## config.mk

```make
export PLATFORM = sky130hd
export DESIGN_NAME = uart_rx_cmp
export DESIGN_NICKNAME = d
export VERILOG_FILES = /design/src/rtl/uart_rx_pkg.sv /design/src/rtl/uart_rx_sync.sv /design/src/rtl/uart_rx_parity.sv /design/src/rtl/uart_rx_frame.sv /design/src/rtl/uart_rx_status.sv /design/src/rtl/uart_rx_cmp.sv
export SDC_FILE = /design/constraint.sdc
export NUM_CORES = 1
export LEC_CHECK = 0
export BUFFER_PORTS_ARGS = -buffer_cell sky130_fd_sc_hd__buf_4
export CAP_MARGIN = 20
export CORE_UTILIZATION = 38
export DETAILED_ROUTE_END_ITERATION = 10
export SYNTH_ARGS = -nofsm -noshare
export SYNTH_HDL_FRONTEND = slang
export SYNTH_HIERARCHICAL = 1
export SYNTH_SLANG_ARGS = --single-unit
```

## constraint.sdc

```tcl
create_clock -name clk -period 1.7 [get_ports clk]
set_input_delay 0.34 -clock clk [delete_from_list [all_inputs] [get_ports clk]]
set_output_delay 0.34 -clock clk [all_outputs]
set_load 0.03 [all_outputs]
```

## src/rtl/uart_rx_pkg.sv

```systemverilog
package uart_rx_pkg;

    parameter int RX_DW = 8;

    typedef enum logic [2:0] {
        RX_IDLE,
        RX_START,
        RX_DATA,
        RX_PAR,
        RX_STOP,
        RX_HOLD
    } rx_state_e;

    typedef enum logic [1:0] {
        PAR_ODD   = 2'b00,
        PAR_EVEN  = 2'b01,
        PAR_ONE   = 2'b10,
        PAR_ZERO  = 2'b11
    } par_mode_e;

    typedef struct packed {
        logic [RX_DW-1:0] data;
        logic             par_bit;
        logic             stop_ok;
        logic             is_break;
    } frame_t;

endpackage

```

## src/rtl/uart_rx_sync.sv

```systemverilog
module uart_rx_sync #(
    parameter int STAGES = 2
) (
    input  logic clk,
    input  logic rst_n,
    input  logic d,
    output logic q
);
    logic [STAGES-1:0] sh_d, sh_q;

    always_comb begin
        sh_d = {sh_q[STAGES-2:0], d};
    end

    always_ff @(posedge clk or negedge rst_n) begin
        if (!rst_n) sh_q <= '1;
        else        sh_q <= sh_d;
    end

    assign q = sh_q[STAGES-1];
endmodule

```

## src/rtl/uart_rx_parity.sv

```systemverilog
module uart_rx_parity
    import uart_rx_pkg::*;
(
    input  logic [RX_DW-1:0] data,
    input  logic             par_bit,
    input  logic [1:0]       mode,
    output logic             ok
);
    logic ones_odd;

    always_comb begin
        ones_odd = ^data;
        unique case (par_mode_e'(mode))
            PAR_ODD:  ok = (ones_odd ^ par_bit) == 1'b1;
            PAR_EVEN: ok = (ones_odd ^ par_bit) == 1'b0;
            PAR_ONE:  ok = par_bit;
            PAR_ZERO: ok = !par_bit;
            default:  ok = 1'b1;
        endcase
    end
endmodule

```

## src/rtl/uart_rx_frame.sv

```systemverilog
module uart_rx_frame
    import uart_rx_pkg::*;
#(
    parameter int OVS = 16
) (
    input  logic                     clk,
    input  logic                     rst_n,
    input  logic                     tick,
    input  logic                     rxd_s,
    input  logic [$clog2(RX_DW):0]   nbits,
    input  logic                     par_en,
    input  logic                     stop2,
    output frame_t                   frame_o,
    output logic                     done_o
);
    localparam int CNT_W = $clog2(OVS);
    localparam int IDX_W = $clog2(RX_DW);
    localparam logic [CNT_W-1:0] HALF_M1 = CNT_W'(OVS/2 - 1);
    localparam logic [CNT_W-1:0] FULL_M1 = CNT_W'(OVS - 1);

    typedef struct packed {
        rx_state_e        st;
        logic [CNT_W-1:0] cnt;
        logic [IDX_W-1:0] idx;
        logic [RX_DW-1:0] shreg;
        logic             par_bit;
        logic             any_one;
        logic             stop_ok;
        logic             stop_idx;
        logic             done;
        logic             brk;
    } fsm_t;

    fsm_t s_d, s_q;
    logic last_bit;
    logic at_mid;

    always_comb begin
        last_bit = ({1'b0, s_q.idx} == (nbits - (IDX_W+1)'(1)));
        at_mid   = tick && (s_q.cnt == FULL_M1);
        s_d      = s_q;
        s_d.done = 1'b0;
        s_d.brk  = 1'b0;
        if (tick && !at_mid) s_d.cnt = s_q.cnt + CNT_W'(1);
        if (at_mid)          s_d.cnt = '0;

        unique case (s_q.st)
            RX_IDLE: begin
                s_d.cnt = '0;
                if (tick && !rxd_s) s_d.st = RX_START;
            end
            RX_START: begin
                if (tick && s_q.cnt == HALF_M1) begin
                    s_d.cnt = '0;
                    if (!rxd_s) begin
                        s_d.st       = RX_DATA;
                        s_d.idx      = '0;
                        s_d.shreg    = '0;
                        s_d.any_one  = 1'b0;
                        s_d.par_bit  = 1'b0;
                        s_d.stop_ok  = 1'b1;
                        s_d.stop_idx = 1'b0;
                    end else begin
                        s_d.st = RX_IDLE;
                    end
                end
            end
            RX_DATA: begin
                if (at_mid) begin
                    s_d.shreg[s_q.idx] = rxd_s;
                    if (rxd_s) s_d.any_one = 1'b1;
                    if (last_bit) s_d.st  = par_en ? RX_PAR : RX_STOP;
                    else          s_d.idx = s_q.idx + IDX_W'(1);
                end
            end
            RX_PAR: begin
                if (at_mid) begin
                    s_d.par_bit = rxd_s;
                    if (rxd_s) s_d.any_one = 1'b1;
                    s_d.st = RX_STOP;
                end
            end
            RX_STOP: begin
                if (at_mid) begin
                    if (!s_q.stop_idx) begin
                        if (!rxd_s && !s_q.any_one) begin
                            s_d.done    = 1'b1;
                            s_d.brk     = 1'b1;
                            s_d.stop_ok = 1'b0;
                            s_d.st      = RX_HOLD;
                        end else begin
                            s_d.stop_ok = rxd_s;
                            if (stop2) begin
                                s_d.stop_idx = 1'b1;
                            end else begin
                                s_d.done = 1'b1;
                                s_d.st   = RX_IDLE;
                            end
                        end
                    end else begin
                        s_d.stop_ok = s_q.stop_ok & rxd_s;
                        s_d.done    = 1'b1;
                        s_d.st      = RX_IDLE;
                    end
                end
            end
            RX_HOLD: begin
                s_d.cnt = '0;
                if (tick && rxd_s) s_d.st = RX_IDLE;
            end
            default: s_d.st = RX_IDLE;
        endcase
    end

    always_ff @(posedge clk or negedge rst_n) begin
        if (!rst_n) begin
            s_q          <= '0;
            s_q.st       <= RX_IDLE;
            s_q.stop_ok  <= 1'b1;
        end else begin
            s_q <= s_d;
        end
    end

    assign frame_o.data     = s_q.shreg;
    assign frame_o.par_bit  = s_q.par_bit;
    assign frame_o.stop_ok  = s_q.stop_ok;
    assign frame_o.is_break = s_q.brk;
    assign done_o           = s_q.done;
endmodule

```

## src/rtl/uart_rx_status.sv

```systemverilog
module uart_rx_status
    import uart_rx_pkg::*;
(
    input  logic             clk,
    input  logic             rst_n,
    input  logic             done,
    input  frame_t           frame,
    input  logic             par_ok,
    input  logic             par_en,
    input  logic             rd,
    input  logic             cmp_wr,
    input  logic [RX_DW-1:0] cmp_val,
    output logic [RX_DW-1:0] data_o,
    output logic             full_o,
    output logic             par_err_o,
    output logic             par_bit_o,
    output logic             frame_err_o,
    output logic             overrun_o,
    output logic             brk_o,
    output logic             hunt_o
);
    typedef struct packed {
        logic [RX_DW-1:0] data;
        logic [RX_DW-1:0] cmp;
        logic             full;
        logic             par_err;
        logic             par_bit;
        logic             frame_err;
        logic             overrun;
        logic             brk;
        logic             hunt;
    } stat_t;

    stat_t r_d, r_q;

    always_comb begin
        r_d = r_q;
        if (rd) begin
            r_d.full      = 1'b0;
            r_d.par_err   = 1'b0;
            r_d.frame_err = 1'b0;
            r_d.brk       = 1'b0;
            r_d.overrun   = 1'b0;
        end
        if (cmp_wr) begin
            r_d.cmp  = cmp_val;
            r_d.hunt = 1'b1;
        end
        if (done) begin
            if (frame.is_break) begin
                r_d.brk       = 1'b1;
                r_d.frame_err = 1'b1;
            end else if (r_q.hunt) begin
                if (frame.data == r_q.cmp) r_d.hunt = 1'b0;
            end else if (r_q.full && !rd) begin
                r_d.overrun = 1'b1;
            end else begin
                r_d.data      = frame.data;
                r_d.full      = 1'b1;
                r_d.par_err   = par_en & !par_ok;
                r_d.par_bit   = par_en & frame.par_bit;
                r_d.frame_err = !frame.stop_ok;
            end
        end
    end

    always_ff @(posedge clk or negedge rst_n) begin
        if (!rst_n) r_q <= '0;
        else        r_q <= r_d;
    end

    assign data_o      = r_q.data;
    assign full_o      = r_q.full;
    assign par_err_o   = r_q.par_err;
    assign par_bit_o   = r_q.par_bit;
    assign frame_err_o = r_q.frame_err;
    assign overrun_o   = r_q.overrun;
    assign brk_o       = r_q.brk;
    assign hunt_o      = r_q.hunt;
endmodule

```

## src/rtl/uart_rx_cmp.sv

```systemverilog
module uart_rx_cmp
    import uart_rx_pkg::*;
#(
    parameter int OVS         = 16,
    parameter int SYNC_STAGES = 2
) (
    input  logic             clk,
    input  logic             rst_n,
    input  logic             tick16,
    input  logic             rxd,
    input  logic [1:0]       cfg_bits,
    input  logic             cfg_par_en,
    input  logic [1:0]       cfg_par_mode,
    input  logic             cfg_stop2,
    input  logic             cfg_par_show,
    input  logic             cmp_wr,
    input  logic [7:0]       cmp_data,
    input  logic             rd_strobe,
    output logic [7:0]       rx_data,
    output logic             rx_full,
    output logic             rx_par,
    output logic             rx_frame_err,
    output logic             rx_overrun,
    output logic             rx_break
);
    localparam int NB_W = $clog2(RX_DW) + 1;

    logic            rxd_s;
    logic [NB_W-1:0] nbits;
    frame_t          fr;
    logic            fr_done;
    logic            par_ok_w;
    logic            par_err_w;
    logic            par_bit_w;
    logic            hunt_w;

    assign nbits = NB_W'(RX_DW - 3) + NB_W'(cfg_bits);

    uart_rx_sync #(.STAGES(SYNC_STAGES)) u_sync (
        .clk(clk), .rst_n(rst_n), .d(rxd), .q(rxd_s)
    );

    uart_rx_frame #(.OVS(OVS)) u_frame (
        .clk(clk), .rst_n(rst_n), .tick(tick16), .rxd_s(rxd_s),
        .nbits(nbits), .par_en(cfg_par_en), .stop2(cfg_stop2),
        .frame_o(fr), .done_o(fr_done)
    );

    uart_rx_parity u_par (
        .data(fr.data), .par_bit(fr.par_bit), .mode(cfg_par_mode), .ok(par_ok_w)
    );

    uart_rx_status u_stat (
        .clk(clk), .rst_n(rst_n), .done(fr_done), .frame(fr),
        .par_ok(par_ok_w), .par_en(cfg_par_en), .rd(rd_strobe),
        .cmp_wr(cmp_wr), .cmp_val(cmp_data),
        .data_o(rx_data), .full_o(rx_full), .par_err_o(par_err_w),
        .par_bit_o(par_bit_w), .frame_err_o(rx_frame_err),
        .overrun_o(rx_overrun), .brk_o(rx_break), .hunt_o(hunt_w)
    );

    assign rx_par = cfg_par_show ? par_bit_w : par_err_w;
endmodule

```

==> results of run 1 <==
per-stage QoR:
stage	TNS (ns)	utilization	power, mW
after floorplan	-0.1112	-	1.718
after CTS	0	0.4518	2.688
after global routing	-0.05739	0.4627	2.876
after global placement	-1.055	0.4387	1.946
after detailed placement	-1.487	0.4387	1.961
final	0	0.4627	2.700
worst paths after layout:
path                                   end            start  cells after the start
min in group clk            u_sync/sh_q[0]              rxd                      1
max in group asynchronous  u_frame/s_q[23]            rst_n                      1
min                         u_stat/r_q[10]            rst_n                      1
max reg2reg                u_frame/s_q[14]  u_frame/s_q[18]                      6
max                        u_frame/s_q[22]      cfg_bits[0]                      9
min reg2reg                 u_sync/sh_q[1]   u_sync/sh_q[0]                      0
placed cells by master, fill, tap and decap left out, drive strengths merged, types with 2 or more instances in the layout:
master	instances
dfrtp	46
inv	10
and2b	2
a21o	2
mux2	17
nand4	2
nand2b	7
a22o	4
ha	5
nor3	6
a31oi	12
nor2	17
clkbuf	5
nand3	9
or3	4
buf	53
xnor2	16
nand2	16
a21oi	11
o31ai	2
nor2b	5
a22oi	2
dfstp	3
o21ai	24
xor2	5
nor3b	4
flip-flops by register name (all words and copies together), names as in the netlist:
| signal | cells |
|---|---|
| u_frame/done_o | 1 |
| u_stat/par_err_o | 1 |
| u_stat/overrun_o | 1 |
| u_stat/r_q | 8 |
| u_frame/s_q | 12 |
| u_stat/brk_o | 1 |
| u_stat/frame_err_o | 1 |
| u_stat/hunt_o | 1 |
| u_stat/data_o | 8 |
| u_stat/par_bit_o | 1 |
| u_stat/full_o | 1 |
| u_frame/frame_o | 11 |
| u_sync/sh_q | 2 |
cell families after synthesis:
group                      after synthesis
AOI/OAI and AO/OA                       65
xor gates and xnor gates                21
adders and majority gates                5
buffers and inverters                   40
DFF                                     49
muxes                                   18
and+or+nand+nor                         82
layer usage:
metal	global-route usage	up-vias	wire length, um
li1	-	1029	-
met1	0.1914	993	2551
met2	0.2692	46	2685
met3	0.03825	2	289
met4	0.05132	0	31
met5	0	-	0
what timing repair did:
item | CTS | global route
endpoints found under the setup margin | 2 | 11
pin swaps | 1 | 6
hold buffers | 0 | 0
resized for setup | 1 | 12
setup buffers | 0 | 3
layout make-up:
| type | count | area (um2) |
|---|---|---|
| fill | 682 | 3897 |
| multi-input combinational | 191 | 1466 |
| sequential | 49 | 1232 |
| timing repair buffer | 53 | 409.1 |
| tap | 99 | 123.9 |
| clock buffer | 5 | 68.82 |
| inverter | 9 | 33.78 |
| clock inverter | 3 | 21.27 |
power breakdown:
part           switching, mW  internal, mW
logic                  0.295         0.353
clock network          0.411         0.293
registers              0.110          1.24
total                  0.816          1.88
==> flow_metrics.env, run 1 <==
export IMPL_nets=335
export IMPL_synth_most_common_cell="dfrtp_1"
export IMPL_hold_violations=0
export IMPL_yosys_area_share_simple=0.1659
export IMPL_ys_seq_elements=49
export IMPL_dp_cells=398
export IMPL_route_detailed_drc=0
export IMPL_timing_critical_path_mode_cell="ha_4"
export IMPL_synth_xor_area_frac=0.06419
export IMPL_drt_pass1_iterations=5
export IMPL_worstPathArrival_ns=1.85
export IMPL_drt_initial_drc_count=116
export IMPL_max_freq_mhz=603.7
export IMPL_cpMaxStageDelayCell="ha_4"
export IMPL_place_area_mm2=0.003182
export IMPL_syn_num_nets=306
export IMPL_synthDistinctLibCells=58
export IMPL_min_period_over_period=0.9744
export IMPL_synth_edf_count=0
export IMPL_cp_max_fo=4
export IMPL_yosys_top_cells_area="dfrtp_1, buf_4, xnor2_1"
export IMPL_synth_top_family_by_area="simple AND/OR/NAND/NOR gates"
export IMPL_grt_max_degree=50
export IMPL_htreeDepth=2
export IMPL_finalSetupViolCount=0
export IMPL_cp_top_family="adder cells"
export IMPL_die_y_um=88.84
export IMPL_routed_via_count=2070
export IMPL_io_pins=34
export IMPL_crit_type="in -> reg"
export IMPL_grt_pass1_wl_mm=9.446
export IMPL_syn_area_mm2=0.002865
export IMPL_cts_tree="done"
export IMPL_drv_slew=0
export IMPL_critPathRequiredTime_ns=1.89
export IMPL_ys_warn_count=6
export IMPL_synth_compound_area_share=0.1520
export IMPL_viasPerCell=5.061
export IMPL_skew_ns=0.004274
export IMPL_async_reset_ff_frac=1.000
export IMPL_clock_latency_ns=0.30
export IMPL_cts_inserted_buffers=5
export IMPL_cts_sinks=49
export IMPL_routed_wl_mm=5.558
export IMPL_core_area_mm2=0.007253
export IMPL_synth_mux_area_frac=0.07817
export IMPL_dieArea_mm2=0.007892
export IMPL_cp_cell_sequence="buf_8 -> ha_4 -> inv_2 -> ha_4 -> xnor2_4 -> and4bb_1 -> o211ai_2 -> and2_4 -> a221o_1"
export IMPL_grt_pass1_vias=2015
export IMPL_cts_max_path_buffers=2
export IMPL_initial_core_util=0.3950
export IMPL_ant_nets=0
export IMPL_ys_flop_type="dfrtp_1"
export IMPL_hold_path_class="in -> async"
export IMPL_layout_drive_gt1_share=0.3516
export IMPL_synth_avg_cell_area_um2=10.23
export IMPL_cap_violations=0
export IMPL_syn_inst=280
export IMPL_reg2reg_slack_ns=0.07
export IMPL_fp_row_count=31
export IMPL_die_w_um=88.84
export IMPL_cp_slowest_stage_delay_ns=0.27
export IMPL_p_leak_nw=1.482
export IMPL_clockRootBuffer="clkbuf_8"
export IMPL_max_slew_margin=0.5891
export IMPL_yosys_area_top_type="dfrtp_1"
export IMPL_crit_buf_inv=2
export IMPL_dp_worst_setup_slack_ns=-0.3402
export IMPL_tightest_slew_ns=0.6164
export IMPL_worst_hold_slack_ns=0.03583
export IMPL_numPortBuffers=33
export IMPL_status="finished, final reports clean"
export IMPL_area_growth_syn_to_layout_pct=17.12
export IMPL_antenna_found_initial=0
export IMPL_period_minus_slack_ns=1.656
export IMPL_yosys_top_cells_count="dfrtp_1, buf_4, nor2_1, xnor2_1, o21ai_1"
export IMPL_gp_congestion=0.7845
export IMPL_power_density_mw_per_mm2=804.6
export IMPL_clkTransAtPathRegs_ns=0.10
export IMPL_synth_top_cell_area_share=0.4017
export IMPL_synth_adder_area_share=0.02183
export IMPL_gr_total_overflow=0
export IMPL_peakVddDrop_v=0.0002907
export IMPL_stdcell_count=409
export IMPL_seq_area_frac_synth=0.4293
export IMPL_grt_total_usage=0.1563
export IMPL_design_area_mm2=0.003356
export IMPL_dp_final_hpwl_mm=4.142
export IMPL_rsz0062_at_grt="true"
export IMPL_end_kind="flip-flop"
export IMPL_worst_slack_ns=0.04351
export IMPL_wl_per_cell_um=13.59
export IMPL_cp_start_kind="input port"
export IMPL_diodes=0
Note: power is estimated with default switching activity, not from simulation.
==> run 2: changes to the inputs <==
Settings changed: SETUP_SLACK_MARGIN set to 0.2.
Clock period 1.7 ns to 2.09 ns, I/O delays scaled along.
==> run 2 against run 1 <==
  * Clock power down 21%
  * Final area down 5.2%
  * Utilization down 2.4 points
  * Global-route usage down 0.60 points
==> flow_metrics.env, run 2 (synthesis gave the netlist of run 1 again) <==
export IMPL_status="finished, final reports clean"
export IMPL_tightest_slew_ns=0.6082
export IMPL_hold_violations=0
export IMPL_initial_core_util=0.3950
export IMPL_nFillCells=706
export IMPL_dp_worst_setup_slack_ns=-0.03944
export IMPL_dieArea_mm2=0.007892
export IMPL_register_area_mm2=0.001231
export IMPL_io_pins=34
export IMPL_cp_cell_sequence="ha_1 -> and4b_2 -> and3b_4 -> a21o_4 -> o21ai_2 -> a22o_1"
export IMPL_p_leak_nw=1.384
export IMPL_max_freq_mhz=551.9
export IMPL_reg2reg_slack_ns=0.28
export IMPL_grt_total_usage=0.1503
export IMPL_hold_path_class="in -> async"
export IMPL_grt_max_degree=50
export IMPL_cap_violations=0
export IMPL_grt_pass1_vias=1899
export IMPL_multi_input_area_mm2=0.001428
export IMPL_cp_start_kind="flip-flop"
export IMPL_timing_rr_end="u_frame/s_q[14]"
export IMPL_rsz0062_at_grt="false"
export IMPL_period_minus_slack_ns=1.812
export IMPL_postCtsResizedCells=0
export IMPL_mostFrequentLayoutCells="dfrtp_1, buf_4, nor2_1, o21ai_1, xnor2_1"
export IMPL_routed_via_count=2040
export IMPL_peakVddDrop_v=0.0002503
export IMPL_drt_pass1_iterations=4
export IMPL_clock_latency_ns=0.30
export IMPL_critPathRequiredTime_ns=2.29
export IMPL_finalSetupViolCount=0
export IMPL_drt_initial_drc_count=121
export IMPL_power_density_mw_per_mm2=645.3
export IMPL_end_kind="flip-flop"
export IMPL_postCtsHoldBufs=0
export IMPL_gr_total_overflow=0
export IMPL_diodes=0
export IMPL_cp_max_fo=7
export IMPL_die_y_um=88.84
export IMPL_area_growth_syn_to_layout_pct=11.05
export IMPL_htreeDepth=2
export IMPL_wl_per_cell_um=13.68
export IMPL_die_w_um=88.84
export IMPL_crit_type="reg -> reg"
export IMPL_drv_slew=0
export IMPL_cts_tree="done"
export IMPL_worstPathArrival_ns=2.01
export IMPL_worst_slack_ns=0.2780
export IMPL_reg2reg_depth=6
export IMPL_cts_max_path_buffers=2
export IMPL_min_period_over_period=0.8670
export IMPL_finalSetupTns_ns=0
export IMPL_nets=320
export IMPL_cpMaxStageDelayCell="dfrtp_1"
export IMPL_core_area_mm2=0.007253
export IMPL_dp_final_hpwl_mm=3.883
export IMPL_fp_row_count=31
export IMPL_final_common_cell="dfrtp_1"
export IMPL_route_detailed_drc=0
export IMPL_r2r_start="u_frame/s_q[17]"
export IMPL_grt_pass1_wl_mm=8.970
export IMPL_cp_slowest_stage_delay_ns=0.42
export IMPL_cts_inserted_buffers=5
export IMPL_routed_wl_mm=5.391
export IMPL_layout_drive_gt1_share=0.2949
export IMPL_crit_buf_inv=0
export IMPL_max_slew_margin=0.5945
export IMPL_cts_sinks=49
export IMPL_cts_setup_buffers=0
export IMPL_largest_register="u_frame/s_q"
export IMPL_numPortBuffers=33
export IMPL_cp_top_family="simple AND/OR/NAND/NOR gates"
export IMPL_clkTransAtPathRegs_ns=0.09
export IMPL_gp_congestion=0.8359
export IMPL_ant_nets=0
export IMPL_skew_ns=0.005568
export IMPL_clockRootBuffer="clkbuf_8"
export IMPL_antenna_found_initial=0
export IMPL_viasPerCell=5.178
export IMPL_largest_reg_flops=12
[run 2: per-layer routing]
metal	up-vias	GRT usage	part of all wire	wire length, um
li1	1004	-	-	-
met1	982	0.1978	0.47	2530
met2	45	0.2399	0.47	2524
met3	9	0.03638	0.046	250
met4	0	0.05572	0.016	86
met5	-	0	0	0
[run 2: how the worst max path moves through the flow]
stage | slack [ns] | startpoint | cells after the start | end
after floorplan | 0.20 | cfg_bits[1] | 8 | u_frame/s_q[22]
after global placement | 0.02 | cfg_bits[0] | 9 | u_frame/s_q[22]
after detailed placement | -0.04 | cfg_bits[0] | 9 | u_frame/s_q[22]
after CTS | 0.24 | u_frame/s_q[17] | 6 | u_frame/s_q[14]
after global routing | 0.20 | u_frame/s_q[17] | 6 | u_frame/s_q[14]
final | 0.28 | u_frame/s_q[17] | 6 | u_frame/s_q[14]
[run 2: cell type report]
cell class / count / share of cell area
multi-input cells: 192 / 0.4487
inverters: 9 / 0.01062
flip-flops and latches: 49 / 0.3869
repair buffers: 37 / 0.08730
clock inverters: 2 / 0.004719
clock buffers: 6 / 0.02281
well taps: 99 / 0.03893
[run 2: worst reg2reg max path, stage by stage, from the launching register on]
cell and delay, ns:
dfrtp_1 0.42, ha_1 0.26, and4b_2 0.33, and3b_4 0.28
a21o_4 0.12, o21ai_2 0.07, a22o_1 0.23
[run 2: through the flow]
step                      cells  utilization  hold slack (ns)  instance area (um2)  total power, mW
after global routing        394       0.4387           0.1624                 3182            2.189
after detailed placement    385       0.4238           0.3472                 3074            1.512
after floorplan             280            -           0.1224                 2893            1.393
after CTS                   393       0.4359           0.1410                 3162            2.080
final                       394       0.4387           0.1214                 3182            2.053
after global placement      385       0.4238           0.3472                 3074            1.507
[run 2: power breakdown]
group / total [mW] / switching (mW) / internal (mW)
combinational: 0.401 / 0.206 / 0.195
clock: 0.556 / 0.320 / 0.236
sequential: 1.10 / 0.0903 / 1.01
total: 2.05 / 0.616 / 1.44
==> run 3: changes to the inputs <==
Settings changed: ABC_AREA set to 1, CORE_UTILIZATION 38 to 35.
==> run 3 against run 2 <==
  * Die area up 18%
  * Non-clock buffer count down 3
  * Clock power up 20%
==> flow_metrics.env, run 3 <==
export IMPL_drt_initial_drc_count=113
export IMPL_seq_area_frac_synth=0.3951
export IMPL_fin_util=0.3916
export IMPL_final_common_cell="nand2_1"
export IMPL_cts_max_path_buffers=2
export IMPL_clockRootBuffer="clkbuf_8"
export IMPL_p_leak_nw=1.707
export IMPL_grt_pass1_vias=2430
export IMPL_p_total_mw=2.197
export IMPL_cpMaxStageDelayCell="dfrtp_1"
export IMPL_critPathRequiredTime_ns=2.29
export IMPL_syn_inst=426
export IMPL_drt_pass1_iterations=4
export IMPL_numPortBuffers=33
export IMPL_mostFrequentLayoutCells="nand2_1, inv_1, dfrtp_1, buf_4, nor2_1"
export IMPL_synth_xor_area_frac=0.01648
export IMPL_period_minus_slack_ns=1.648
export IMPL_htreeDepth=2
export IMPL_postCtsHoldBufs=0
export IMPL_layout_drive_gt1_share=0.1886
export IMPL_grt_max_degree=50
export IMPL_viasPerCell=4.597
export IMPL_rsz0062_at_grt="false"
export IMPL_route_detailed_drc=0
export IMPL_grt_pass1_wl_mm=10.45
export IMPL_ys_warn_count=6
export IMPL_syn_area_mm2=0.003113
export IMPL_io_pins=34
export IMPL_nets=465
export IMPL_cts_tree="done"
export IMPL_largest_register="u_frame/s_q"
export IMPL_largest_reg_flops=12
export IMPL_tightest_slew_ns=0.6128
export IMPL_worstPathArrival_ns=1.84
export IMPL_dp_final_hpwl_mm=4.453
export IMPL_cts_sinks=49
export IMPL_drv_slew=0
export IMPL_crit_type="reg -> reg"
export IMPL_cp_top_family="simple AND/OR/NAND/NOR gates"
export IMPL_synth_avg_cell_area_um2=7.307
export IMPL_finalSetupTns_ns=0
export IMPL_initial_core_util=0.3587
export IMPL_syn_num_nets=452
export IMPL_die_w_um=96.31
export IMPL_synth_top_cell_area_share=0.3698
export IMPL_core_area_mm2=0.008678
export IMPL_area_growth_syn_to_layout_pct=9.164
export IMPL_cts_setup_buffers=0
export IMPL_die_y_um=96.31
export IMPL_ys_flop_type="dfrtp_1"
export IMPL_routed_wl_mm=5.825
export IMPL_reg2reg_slack_ns=0.44
export IMPL_yosys_area_top_type="dfrtp_1"
export IMPL_ant_nets=0
export IMPL_dp_cells=540
export IMPL_cp_cell_sequence="ha_1 -> nand3_1 -> nor2_2 -> nor2_1 -> nor2_1 -> nand2_2 -> nor2_4 -> nand2_2 -> nand2_1 -> nand2_1"
export IMPL_async_reset_ff_frac=1.000
export IMPL_synth_top_family_by_area="simple AND/OR/NAND/NOR gates"
export IMPL_synth_mux_area_frac=0.007235
export IMPL_clock_latency_ns=0.30
export IMPL_cap_violations=0
export IMPL_design_area_mm2=0.003398
export IMPL_cp_slowest_stage_delay_ns=0.39
export IMPL_yosys_area_share_simple=0.3316
export IMPL_wl_per_cell_um=10.63
export IMPL_gp_congestion=0.7976
export IMPL_end_kind="flip-flop"
export IMPL_ys_seq_elements=49
export IMPL_synth_compound_area_share=0.09244
export IMPL_dp_worst_setup_slack_ns=0.1372
export IMPL_synthDistinctLibCells=33
export IMPL_worst_hold_slack_ns=0.1276
export IMPL_cts_inserted_buffers=5
export IMPL_antenna_found_initial=0
export IMPL_yosys_top_cells_count="nand2_1, inv_1, dfrtp_1"
export IMPL_finalSetupViolCount=0
export IMPL_routed_via_count=2519
export IMPL_max_freq_mhz=606.9
export IMPL_fp_row_count=34
export IMPL_stdcell_count=548
export IMPL_max_slew_margin=0.5915
export IMPL_min_period_over_period=0.7883
export IMPL_peakVddDrop_v=0.0003590
export IMPL_worst_slack_ns=0.4424
export IMPL_diodes=0
export IMPL_status="finished, final reports clean"
export IMPL_cp_max_fo=4
export IMPL_dieArea_mm2=0.009276
export IMPL_postCtsResizedCells=0
export IMPL_gr_total_overflow=0
export IMPL_grt_total_usage=0.1435
export IMPL_skew_ns=0.006875
export IMPL_power_density_mw_per_mm2=646.6
export IMPL_synth_most_common_cell="nand2_1"
export IMPL_yosys_top_cells_area="dfrtp_1, nand2_1, inv_1"
export IMPL_hold_violations=0
export IMPL_cp_start_kind="flip-flop"
export IMPL_hold_path_class="in -> async"
export IMPL_synth_adder_area_share=0.02010
export IMPL_synth_edf_count=0
export IMPL_place_area_mm2=0.003291
export IMPL_clkTransAtPathRegs_ns=0.09
export IMPL_crit_buf_inv=0
[run 3: changes by cell type after synthesis, sizes merged, moves of 5 or more]
cell    previous run  this run
xnor2             16         4
mux2              17         2
nor2              17        36
nand3              9        19
nand2b             7         0
nand4              2         8
a31oi             12         0
nand2             16       156
o21ai             24        35
clkbuf             5         0
nor3               6        11
nor2b              5         0
inv                9        56
[run 3: worst register-to-register path: cells and delay by family, from the launching register on]
family | cells | cell delay (ns)
DFF | 1 | 0.39
and+or+nand+nor | 9 | 0.95
adders and majority gates | 1 | 0.20
[run 3: worst paths after layout]
path | cells after the start | end | startpoint
min in group clk | 1 | u_sync/sh_q[0] | rxd
worst min-delay path | 1 | u_stat/overrun_o | rst_n
worst min register to register | 0 | u_sync/sh_q[1] | u_sync/sh_q[0]
worst max-delay path | 10 | u_frame/s_q[21] | u_frame/s_q[17]
max in group asynchronous | 1 | u_stat/data_o[3] | rst_n
worst max register to register | 10 | u_frame/s_q[21] | u_frame/s_q[17]
[run 3: kinds of logic (layout without fill, tap and decap cells)]
kind of cell             count (synthesis)  after routing
AO/OA/AOI/OAI                           47             47
XOR/XNOR                                 5              5
adder cells (fa/ha/maj)                  5              5
buffers and inverters                   85             99
flip-flops                              49             49
multiplexers                             2              2
AND/OR/NAND/NOR                        233            233
[run 3: report_power, final]
| part | leakage [nW] | switching, mW | internal, mW |
|---|---|---|---|
| Sequential | 0.650 | 0.0502 | 0.990 |
| Combinational | 1.00 | 0.315 | 0.175 |
| Clock | 0.0552 | 0.311 | 0.356 |
[run 3: layout make-up]
| cell class | instances | area (um2) |
|---|---|---|
| fillers | 949 | 5280 |
| multi-input cells | 292 | 1456 |
| flip-flops and latches | 49 | 1230 |
| repair buffers | 34 | 255.2 |
| inverters | 57 | 214.0 |
| well taps | 108 | 135.1 |
| clock buffers | 6 | 72.57 |
| clock inverters | 2 | 35.03 |
[run 3: layer usage]
metal,share of wire,global-route usage,up-vias
met5,0,0,-
met4,0.012,0.03799,0
met3,0.039,0.02686,5
met2,0.46,0.2589,43
met1,0.49,0.1742,1129
li1,-,-,1342
